[src/rtl/cfg_fetch_pkg.sv]
package cfg_fetch_pkg;
  localparam int REC_WORDS = 12;
  localparam int WIDX_W    = $clog2(REC_WORDS);
  localparam int ADDR24_W  = 24;
  localparam int LEN_W     = 8;

  // word positions inside the record (order is what the reads walk)
  localparam int W_MODE = 0;
  localparam int W_STA  = 1;
  localparam int W_MCF  = 4;
  localparam int W_RXLO = 8;
  localparam int W_RXHI = 9;
  localparam int W_TXLO = 10;
  localparam int W_TXHI = 11;

  typedef enum logic {FS_IDLE = 1'b0, FS_READ = 1'b1} fetch_state_e;

  typedef logic [REC_WORDS-1:0][15:0] rec_words_t;
endpackage

[src/rtl/cfg_fetch_rst_sync.sv]
module cfg_fetch_rst_sync (
  input  logic clk,
  input  logic rst_n,
  output logic rst_n_sync
);
  logic [1:0] sync_q;

  always_ff @(posedge clk or negedge rst_n) begin
    if (!rst_n) sync_q <= 2'b00;
    else        sync_q <= {sync_q[0], 1'b1};
  end

  assign rst_n_sync = sync_q[1];
endmodule

[src/rtl/cfg_fetch_seq.sv]
module cfg_fetch_seq
  import cfg_fetch_pkg::*;
#(
  parameter int BUF_AW = 17
) (
  input  logic                clk,
  input  logic                rst_n,
  input  logic                start,
  input  logic [ADDR24_W-1:0] base,
  input  logic                mem_ack,
  output logic                busy,
  output logic                mem_req,
  output logic [BUF_AW-1:0]   mem_addr,
  output logic                cap_en,
  output logic [WIDX_W-1:0]   cap_idx,
  output logic                last,
  output logic                align_err
);
  localparam logic [WIDX_W-1:0] LAST_IDX = WIDX_W'(REC_WORDS - 1);
  localparam logic [BUF_AW-1:0] STEP     = BUF_AW'(2);

  fetch_state_e        st_q, st_d;
  logic [WIDX_W-1:0]   idx_q, idx_d;
  logic [BUF_AW-1:0]   addr_q, addr_d;
  logic                aerr_q, aerr_d;
  logic                accept;

  assign accept = start && (st_q == FS_IDLE);
  assign cap_en = (st_q == FS_READ) && mem_ack;
  assign last   = cap_en && (idx_q == LAST_IDX);

  always_comb begin
    st_d   = st_q;
    idx_d  = idx_q;
    addr_d = addr_q;
    aerr_d = aerr_q;
    if (accept) begin
      aerr_d = base[0];
      if (!base[0]) begin
        st_d   = FS_READ;
        idx_d  = '0;
        addr_d = base[BUF_AW-1:0];
      end
    end else if (cap_en) begin
      addr_d = addr_q + STEP;
      idx_d  = idx_q + WIDX_W'(1);
      if (last) st_d = FS_IDLE;
    end
  end

  always_ff @(posedge clk or negedge rst_n) begin
    if (!rst_n) begin
      st_q   <= FS_IDLE;
      idx_q  <= '0;
      addr_q <= '0;
      aerr_q <= 1'b0;
    end else begin
      st_q   <= st_d;
      idx_q  <= idx_d;
      addr_q <= addr_d;
      aerr_q <= aerr_d;
    end
  end

  assign busy      = (st_q == FS_READ);
  assign mem_req   = busy;
  assign mem_addr  = addr_q;
  assign cap_idx   = idx_q;
  assign align_err = aerr_q;

  AST_REQ_HOLD: assert property (@(posedge clk) disable iff (!rst_n)
    mem_req && !mem_ack |=> mem_req && $stable(mem_addr));
  AST_ADDR_EVEN: assert property (@(posedge clk) disable iff (!rst_n)
    mem_req |-> !mem_addr[0]);
  AST_ADDR_STEP: assert property (@(posedge clk) disable iff (!rst_n)
    mem_req && mem_ack && !last |=> (mem_addr - $past(mem_addr)) == STEP);
  AST_ODD_REJECT: assert property (@(posedge clk) disable iff (!rst_n)
    start && !busy && base[0] |=> !busy && align_err);
  AST_BUSY_HOLD: assert property (@(posedge clk) disable iff (!rst_n)
    busy && !last |=> busy);
endmodule

[src/rtl/cfg_fetch_store.sv]
module cfg_fetch_store
  import cfg_fetch_pkg::*;
(
  input  logic              clk,
  input  logic              rst_n,
  input  logic              cap_en,
  input  logic [WIDX_W-1:0] cap_idx,
  input  logic [15:0]       rdata,
  output rec_words_t        words
);
  for (genvar gi = 0; gi < REC_WORDS; gi++) begin : g_word
    logic        we;
    logic [15:0] word_q;
    assign we = cap_en && (cap_idx == WIDX_W'(gi));
    always_ff @(posedge clk or negedge rst_n) begin
      if (!rst_n)  word_q <= '0;
      else if (we) word_q <= rdata;
    end
    assign words[gi] = word_q;
  end
endmodule

[src/rtl/cfg_fetch_decode.sv]
module cfg_fetch_decode
  import cfg_fetch_pkg::*;
(
  input  logic                clk,
  input  logic                rst_n,
  input  rec_words_t          words,
  output logic [15:0]         mode_word,
  output logic [47:0]         station_addr,
  output logic [63:0]         mcast_filter,
  output logic [ADDR24_W-1:0] rx_ring_base,
  output logic [LEN_W-1:0]    rx_ring_len,
  output logic [ADDR24_W-1:0] tx_ring_base,
  output logic [LEN_W-1:0]    tx_ring_len
);
  function automatic logic [LEN_W-1:0] ring_count(input logic [2:0] lg);
    return LEN_W'(1) << lg;
  endfunction

  always_comb begin
    mode_word    = words[W_MODE];
    station_addr = {words[W_STA+2], words[W_STA+1], words[W_STA]};
    mcast_filter = {words[W_MCF+3], words[W_MCF+2], words[W_MCF+1], words[W_MCF]};
    rx_ring_base = {words[W_RXHI][7:0], words[W_RXLO]};
    tx_ring_base = {words[W_TXHI][7:0], words[W_TXLO]};
    rx_ring_len  = ring_count(words[W_RXHI][15:13]);
    tx_ring_len  = ring_count(words[W_TXHI][15:13]);
  end

  AST_RX_LEN_POW2: assert property (@(posedge clk) disable iff (!rst_n)
    $countones(rx_ring_len) == 1);
  AST_TX_LEN_POW2: assert property (@(posedge clk) disable iff (!rst_n)
    $countones(tx_ring_len) == 1);
endmodule

[src/rtl/cfg_fetch_top.sv]
module cfg_fetch_top
  import cfg_fetch_pkg::*;
#(
  parameter int BUF_AW = 17
) (
  input  logic                clk,
  input  logic                rst_n,
  input  logic                init_start,
  input  logic [15:0]         base_lo,
  input  logic [15:0]         base_hi,
  input  logic                idon_clr,
  output logic                mem_req,
  output logic [BUF_AW-1:0]   mem_addr,
  input  logic                mem_ack,
  input  logic [15:0]         mem_rdata,
  output logic                busy,
  output logic                done,
  output logic                align_err,
  output logic                init_done,
  output logic                tx_on,
  output logic                rx_on,
  output logic                loopback,
  output logic [15:0]         mode_word,
  output logic [47:0]         station_addr,
  output logic [63:0]         mcast_filter,
  output logic [ADDR24_W-1:0] rx_ring_base,
  output logic [LEN_W-1:0]    rx_ring_len,
  output logic [ADDR24_W-1:0] tx_ring_base,
  output logic [LEN_W-1:0]    tx_ring_len
);
  logic                rst_ns;
  logic [ADDR24_W-1:0] rec_base;
  logic                cap_en, last;
  logic [WIDX_W-1:0]   cap_idx;
  rec_words_t          words;

  logic done_q, done_d, idon_q, idon_d;
  logic txon_q, txon_d, rxon_q, rxon_d, lpbk_q, lpbk_d;

  assign rec_base = {base_hi[7:0], base_lo};

  cfg_fetch_rst_sync u_rst (
    .clk        (clk),
    .rst_n      (rst_n),
    .rst_n_sync (rst_ns)
  );

  cfg_fetch_seq #(.BUF_AW(BUF_AW)) u_seq (
    .clk       (clk),
    .rst_n     (rst_ns),
    .start     (init_start),
    .base      (rec_base),
    .mem_ack   (mem_ack),
    .busy      (busy),
    .mem_req   (mem_req),
    .mem_addr  (mem_addr),
    .cap_en    (cap_en),
    .cap_idx   (cap_idx),
    .last      (last),
    .align_err (align_err)
  );

  cfg_fetch_store u_store (
    .clk     (clk),
    .rst_n   (rst_ns),
    .cap_en  (cap_en),
    .cap_idx (cap_idx),
    .rdata   (mem_rdata),
    .words   (words)
  );

  cfg_fetch_decode u_dec (
    .clk          (clk),
    .rst_n        (rst_ns),
    .words        (words),
    .mode_word    (mode_word),
    .station_addr (station_addr),
    .mcast_filter (mcast_filter),
    .rx_ring_base (rx_ring_base),
    .rx_ring_len  (rx_ring_len),
    .tx_ring_base (tx_ring_base),
    .tx_ring_len  (tx_ring_len)
  );

  // status update: the mode word is already stored when the last word lands
  always_comb begin
    done_d = last;
    idon_d = idon_q;
    txon_d = txon_q;
    rxon_d = rxon_q;
    lpbk_d = lpbk_q;
    if (idon_clr) idon_d = 1'b0;
    if (last) begin
      idon_d = 1'b1;
      txon_d = ~mode_word[1];
      rxon_d = ~mode_word[0];
      lpbk_d = mode_word[2];
    end
  end

  always_ff @(posedge clk or negedge rst_ns) begin
    if (!rst_ns) begin
      done_q <= 1'b0;
      idon_q <= 1'b0;
      txon_q <= 1'b0;
      rxon_q <= 1'b0;
      lpbk_q <= 1'b0;
    end else begin
      done_q <= done_d;
      idon_q <= idon_d;
      txon_q <= txon_d;
      rxon_q <= rxon_d;
      lpbk_q <= lpbk_d;
    end
  end

  assign done      = done_q;
  assign init_done = idon_q;
  assign tx_on     = txon_q;
  assign rx_on     = rxon_q;
  assign loopback  = lpbk_q;

  AST_DONE_PULSE: assert property (@(posedge clk) disable iff (!rst_ns)
    done |=> !done);
  AST_DONE_STATUS: assert property (@(posedge clk) disable iff (!rst_ns)
    done |-> init_done && !busy);
  AST_IDLE_NO_REQ: assert property (@(posedge clk) disable iff (!rst_ns)
    !busy |-> !mem_req);
  AST_TX_FOLLOWS_MODE: assert property (@(posedge clk) disable iff (!rst_ns)
    done |-> tx_on == !mode_word[1] && rx_on == !mode_word[0]);
endmodule

[config.mk]
export PLATFORM = sky130hd
export DESIGN_NAME = cfg_fetch_top
export DESIGN_NICKNAME = d
export VERILOG_FILES = /design/src/rtl/cfg_fetch_pkg.sv /design/src/rtl/cfg_fetch_rst_sync.sv /design/src/rtl/cfg_fetch_seq.sv /design/src/rtl/cfg_fetch_store.sv /design/src/rtl/cfg_fetch_decode.sv /design/src/rtl/cfg_fetch_top.sv
export SDC_FILE = /design/constraint.sdc
export NUM_CORES = 1
export LEC_CHECK = 0
export BUFFER_PORTS_ARGS = -buffer_cell sky130_fd_sc_hd__buf_2
export CORE_MARGIN = 2
export CORE_UTILIZATION = 55
export CTS_BUF_LIST = sky130_fd_sc_hd__clkbuf_2
export CTS_CLUSTER_SIZE = 20
export DETAILED_ROUTE_END_ITERATION = 6
export GPL_TIMING_DRIVEN = 1
export HOLD_SLACK_MARGIN = 0.05
export PLACE_DENSITY = 0.87
export SLEW_MARGIN = 20
export SYNTH_ARGS = -nofsm -noshare
export SYNTH_HDL_FRONTEND = slang
export SYNTH_SLANG_ARGS = --single-unit
[constraint.sdc]
create_clock -name clk -period 7.8 [get_ports clk]
set_clock_uncertainty 0.2 [all_clocks]
set_input_delay 1.56 -clock clk [delete_from_list [all_inputs] [get_ports clk]]
set_output_delay 1.56 -clock clk [all_outputs]
set_load 0.005 [all_outputs]
After elaboration in Yosys (flattened, before gate mapping). Cells that the tools add are included.

Output and inout port bits: 217. Word-level logic and storage cells: 73. Input port bits: 53. Register bits after elaboration: 222.

Shift operators: 2. Add/subtract/negate cells: 2. Reduce and logical (&&, ||, !) cells: 20. Mux-type cells: 12. Eq/ne operators: 12. Bitwise gates (word level): 3.

Operators with widths (number): $mux W17 (3); $add A17 B2 Y17 const B (1); $eq A4 B3 Y1 const B (4); $eq A4 B4 Y1 const B (4); $shl A1 B3 Y8 const A (2); $logic_and A1 B1 Y1 (14); $mux W4 (3); $eq A4 B2 Y1 const B (2); $mux W1 (6); $reduce_bool A2 Y1 (3); $add A4 B1 Y4 const B (1); $eq A4 B1 Y1 const B (1); $logic_not A4 Y1 (1); $not A1 Y1 (3); $reduce_and A3 Y1 (1); $ne A2 B2 Y1 const B (1); $reduce_and A2 Y1 (1).

Longest topological paths before layout.
Depth after elaboration: 5. Gate-level depth with buffers: 7. Mapped depth without buffers: 5.

Hierarchy. Synthesis repeated with hierarchy kept, for this count alone.

Cell total of the unflattened synthesis: 794. Area total of the unflattened synthesis: 10390.0 sq um.

By module, submodules not included: cfg_fetch_store (seq. area each 4804.6 sq um, area each 7404.6 sq um, instances 1, cells each 436); cfg_fetch_decode (seq. area each 0.0 sq um, area each 1451.4 sq um, instances 1, cells each 192); cfg_fetch_seq (seq. area each 550.5 sq um, area each 1305.0 sq um, instances 1, cells each 151); cfg_fetch_top (seq. area each 125.1 sq um, area each 175.2 sq um, instances 1, cells each 12); cfg_fetch_rst_sync (seq. area each 50.0 sq um, area each 53.8 sq um, instances 1, cells each 3).

Least setup slack after synthesis. Ideal clock, no wire load.

Kind: input-to-reg. Start point: input port mem_ack. End point: register u_store.g_word[5].word_q[10]. Library setup time: 0.125 ns. Path buffers: 2. Arrival time: 2.649 ns. Stages: 6. Required time: 7.475 ns. Path slack: 4.827 ns. Cells stage by stage: buf_4 > nand2_4 > nor3b_4 > nand2_2 > clkbuf_8 > mux2_2.

Word-level cells in the longest chain between the ends: 2.

RTL lines: start, declared (RTL line cfg_fetch_top.sv:14) `input logic mem_ack,`; $logic_and A1 B1 Y1 (RTL line cfg_fetch_seq.sv:29) `assign cap_en = (st_q == FS_READ) && mem_ack;`; $logic_and A1 B1 Y1 (RTL line cfg_fetch_store.sv:14) `assign we = cap_en && (cap_idx == WIDX_W'(gi));`; end signal, assigned (RTL line cfg_fetch_store.sv:17) `else if (we) word_q <= rdata;`; end, declared (RTL line cfg_fetch_store.sv:13) `logic [15:0] word_q;`.

No other way between the ends. A chain may end at the register's enable or synchronous reset.

Worst setup path after layout.
Start point: register u_seq.st_q, in the netlist u_seq.busy. End point: output port mem_req.

RTL lines: start, declared (RTL line cfg_fetch_seq.sv:22) `fetch_state_e st_q, st_d;`; start signal, assigned (RTL line cfg_fetch_seq.sv:58) `st_q <= st_d;`; end, declared (RTL line cfg_fetch_top.sv:12) `output logic mem_req,`.

No word-level cell between the ends.

==> impl_metrics.csv <==
group,metric,value,unit
sta,worstMarginPinSlew,0.931,ns
pwr,combPwrFrac,0.362,
synthesis,synthCells,790,
floorplanning,row_count,49,
cts,postCtsSetupBuffers,0,
global_routing,grt_pass1_vias,6288,
layout,antenna_cells_inserted,0,
sta,period_share,0.449,
cts,clkTransAtPathRegs,0.10,ns
sta,setup_ws,4.30,ns
sta,fmax,286,MHz
sta,rsz0062_at_grt,"no",
detailed_routing,routedWlPerCell,18.6,um
setup_path,critPathTopFamily,"flip-flops",
pwr,p_clk_frac,0.169,
min_path,min-delay-start,"u_rst.sync_q[0]",
detailed_routing,drc_errors,0,
cts,root_buffer,"clkbuf_2",
cts,cts.path.max_buffers,3,
setup_path,slowest_stage,"dfrtp_1",
placement,preCtsSetupSlack,4.43,ns
setup_path,reg2reg_depth,4,
pwr,peakVddDrop,0.213,mV
placement,gp_congestion,0.817,
synthesis,ys.flop_type,"dfrtp_1",
pwr,p_leak,5.46,nW
floorplanning,coreArea,0.0179,mm2
pwr,p_sw,1.41,mW
floorplanning,dieHeight,139,um
cts,cts_inserted_buffers,53,
layout,nFillCells,1447,
pwr,switching_share,0.341,
setup_path,timing.rr.end,"u_store.g_word[4].word_q[14]",
layout,area_growth_syn_to_layout,4.41,%
floorplanning,fp.dieW,139,um
layout,seq_area,0.00528,mm2
cts,cts_resized,0,
synthesis,synth.avg_cell_area,12.6,um2
sta,fin_tns_setup,0,ns
setup_path,cp_max_fo,20,
detailed_routing,ant_nets,0,
detailed_routing,wl,21.1,mm
detailed_routing,via_per_inst,5.34,
setup_path,cp_cell_sequence,"buf_2",
setup_path,r2r_slack,5.40,ns
detailed_routing,vias,6058,
sta,finalSetupViolCount,0,
cts,cts_tree,"done",
global_routing,antenna_found_initial,0,
floorplanning,start_util,0.558,
sta,period_needed,3.50,ns
global_routing,grt-ovfl-total,0,
cts,cts_sinks,211,
placement,portBuffers,253,
global_routing,grt_max_degree,82,
global_routing,grt_pass1_wl,33.5,mm
sta,slew-limit-headroom,0.379,
synthesis,synth_cell_type_count,49,
floorplanning,io_pins,270,
synthesis,ys_ff_latch,211,
synthesis,synth_enable_flop_cells,0,
detailed_routing,firstDrtPassIters,6,
setup_path,required,6.04,ns
pwr,intPower,2.73,mW
synthesis,yosysWarnings,0,
cts,htree_levels,2,
layout,multi_input_area,0.00310,mm2
floorplanning,die_area,0.0193,mm2
cts,cts_hold_buf,0,
synthesis,synth.net_count,848,
layout,drive_above_1_share,0.588,
setup_path,crit_path_end_kind,"primary output",
global_routing,grt_use_total,0.217,
sta,hold_viol_final,0,
synthesis,synth_area,0.00999,mm2
run_status,status,"complete, no violations",
cts,insertion_delay,0.77,ns
layout,final_nets,938,
run,maxCapViolations,0,
setup_path,critical_path_class,"flop to primary output",
pwr,pwr_density_cell,397,mW/mm2
setup_path,worstSetupStartpointType,"flop",
detailed_routing,drtIter0Drc,227,
setup_path,crit-reg2reg-launch,"u_seq.busy",
synthesis,synth_async_sr_flop_share,1.00,
setup_path,path_buf_inv,1,
synthesis,seq_area_frac_synth,0.529,
min_path,hold_end,"u_rst.sync_q[1]",
sta,drv_slew,0,
min_path,hp-class,"flop to flop",
pwr,seq_power_share,0.469,
placement,dp.final_hpwl,14.3,mm
setup_path,cpPeakStageDelay,0.75,ns
min_path,holdPathStages,0,
setup_path,critical_path_arrival,1.74,ns
-- area by class of cell --
class | instances | area share
flip-flops and latches | 211 | 0.507
multi-input cells | 351 | 0.297
repair buffers | 256 | 0.124
clock buffers | 74 | 0.0355
well taps | 229 | 0.0275
clock inverters | 7 | 0.00600
inverters | 7 | 0.00252
-- Yosys cell counts (2+ instances only) --
| master | count | area share |
|---|---|---|
| buf_4 | 181 | 0.14 |
| buf_6 | 7 | 0.0079 |
| o21a_1 | 3 | 0.0023 |
| conb_1 | 2 | 0.00075 |
| nand2_4 | 4 | 0.0045 |
| dfrtp_1 | 211 | 0.53 |
| clkbuf_1 | 21 | 0.0079 |
| xnor2_1 | 2 | 0.0018 |
| nand2_2 | 8 | 0.0050 |
| nor3b_1 | 6 | 0.0045 |
| nand2b_1 | 4 | 0.0025 |
| a311oi_1 | 2 | 0.0018 |
| nor2_1 | 12 | 0.0045 |
| mux2i_1 | 2 | 0.0020 |
| buf_1 | 5 | 0.0019 |
| o22ai_1 | 2 | 0.0013 |
| a31oi_1 | 2 | 0.0013 |
| mux2_2 | 184 | 0.21 |
| nor3_1 | 8 | 0.0040 |
| a22o_1 | 2 | 0.0018 |
| nand3_1 | 11 | 0.0055 |
| and3_1 | 5 | 0.0031 |
| nor4_1 | 3 | 0.0019 |
| buf_2 | 5 | 0.0025 |
| inv_1 | 7 | 0.0026 |
| nand4_1 | 7 | 0.0044 |
| ha_1 | 5 | 0.0063 |
| nor2b_1 | 2 | 0.0013 |
| and3b_1 | 3 | 0.0026 |
| o21ai_0 | 18 | 0.0090 |
| a21oi_1 | 16 | 0.0080 |
| nand2_1 | 23 | 0.0086 |
-- flip-flops by register name, summed over array words and instances (netlist names) --
register	flops
u_seq.cap_idx	4
done	1
u_seq.busy	1
rx_on	1
u_seq.align_err	1
init_done	1
u_store.g_word.word_q	182
tx_on	1
loopback	1
u_rst.sync_q	2
u_seq.mem_addr	16
-- kinds of logic after synthesis --
logic type,synth area share
flops,0.529
xor+xnor,0.00175
simple gates,0.0609
compound gates,0.0313
fa+ha+maj,0.00626
other cells,0.000752
buf+inv,0.161
mux,0.209
-- worst reg2reg max path, cell delays in order (launching register included) --
cell	delay, ns
dfrtp_1	0.75
nand2_4	0.19
nor3b_4	0.34
nand2_2	0.38
mux2_2	0.41
-- power by group through the flow --
stage          Sequential, mW  Combinational (mW)  Clock (mW)
2_1_floorplan            1.87                1.46           0
3_3_place_gp             1.92                1.46           0
3_5_place_dp             1.96                1.51           0
4_1_cts                  1.93                1.52       0.725
5_1_grt                  2.01                1.62       0.785
6_report                 1.94                1.50       0.699
-- layer usage --
| metal | vias up | share of wire | wire (um) | GRT usage |
|---|---|---|---|---|
| met3 | 39 | 0.071 | 1500 | 0.0584 |
| met5 | - | 0 | 0 | 0 |
| li1 | 2720 | - | - | - |
| met4 | 0 | 0.018 | 373 | 0.0654 |
| met1 | 3035 | 0.41 | 8700 | 0.271 |
| met2 | 264 | 0.50 | 10500 | 0.373 |
-- placed cells by master (no fill, tap or decap), types with 3 or more instances in the layout --
| cell type | n |
|---|---|
| a21oi_1 | 16 |
| nand3_1 | 11 |
| inv_1 | 7 |
| nand4_1 | 7 |
| and3_1 | 5 |
| clkbuf_2 | 74 |
| mux2_2 | 184 |
| nor2_1 | 12 |
| nand2_1 | 23 |
| dfrtp_1 | 210 |
| nor3b_1 | 6 |
| nand2_4 | 4 |
| buf_2 | 253 |
| nor3_1 | 8 |
| nand2b_1 | 4 |
| nand2_2 | 8 |
| nor4_1 | 3 |
| and3b_1 | 3 |
| o21a_1 | 3 |
| ha_1 | 5 |
| o21ai_0 | 17 |
| clkinv_1 | 3 |
-- through the flow --
stage | hold slack (ns) | power, mW | instance area (um2) | cells | utilization
2_1_floorplan | 0.131 | 3.33 | 9990 | 790 | -
3_3_place_gp | 0.137 | 3.37 | 9990 | 1054 | 0.558
3_5_place_dp | 0.148 | 3.47 | 9990 | 1054 | 0.558
4_1_cts | 0.171 | 4.18 | 10400 | 1135 | 0.582
5_1_grt | 0.182 | 4.42 | 10400 | 1135 | 0.582
6_report | 0.163 | 4.14 | 10400 | 1135 | 0.582
-- worst max path at each step --
| stage | from | to | slack, ns | cells past startpoint |
|---|---|---|---|---|
| floorplan | u_rst.sync_q[1] | done | 1.28 | 0 |
| CTS | u_seq.busy | busy | 4.23 | 1 |
| finish | u_seq.busy | mem_req | 4.30 | 1 |
| global placement | mem_ack | u_store.g_word[9].word_q[14] | 4.43 | 4 |
| detailed placement | mem_ack | u_store.g_word[9].word_q[13] | 4.43 | 4 |
| global route | u_seq.busy | busy | 4.12 | 1 |
Power figures use the tool's default switching activity.
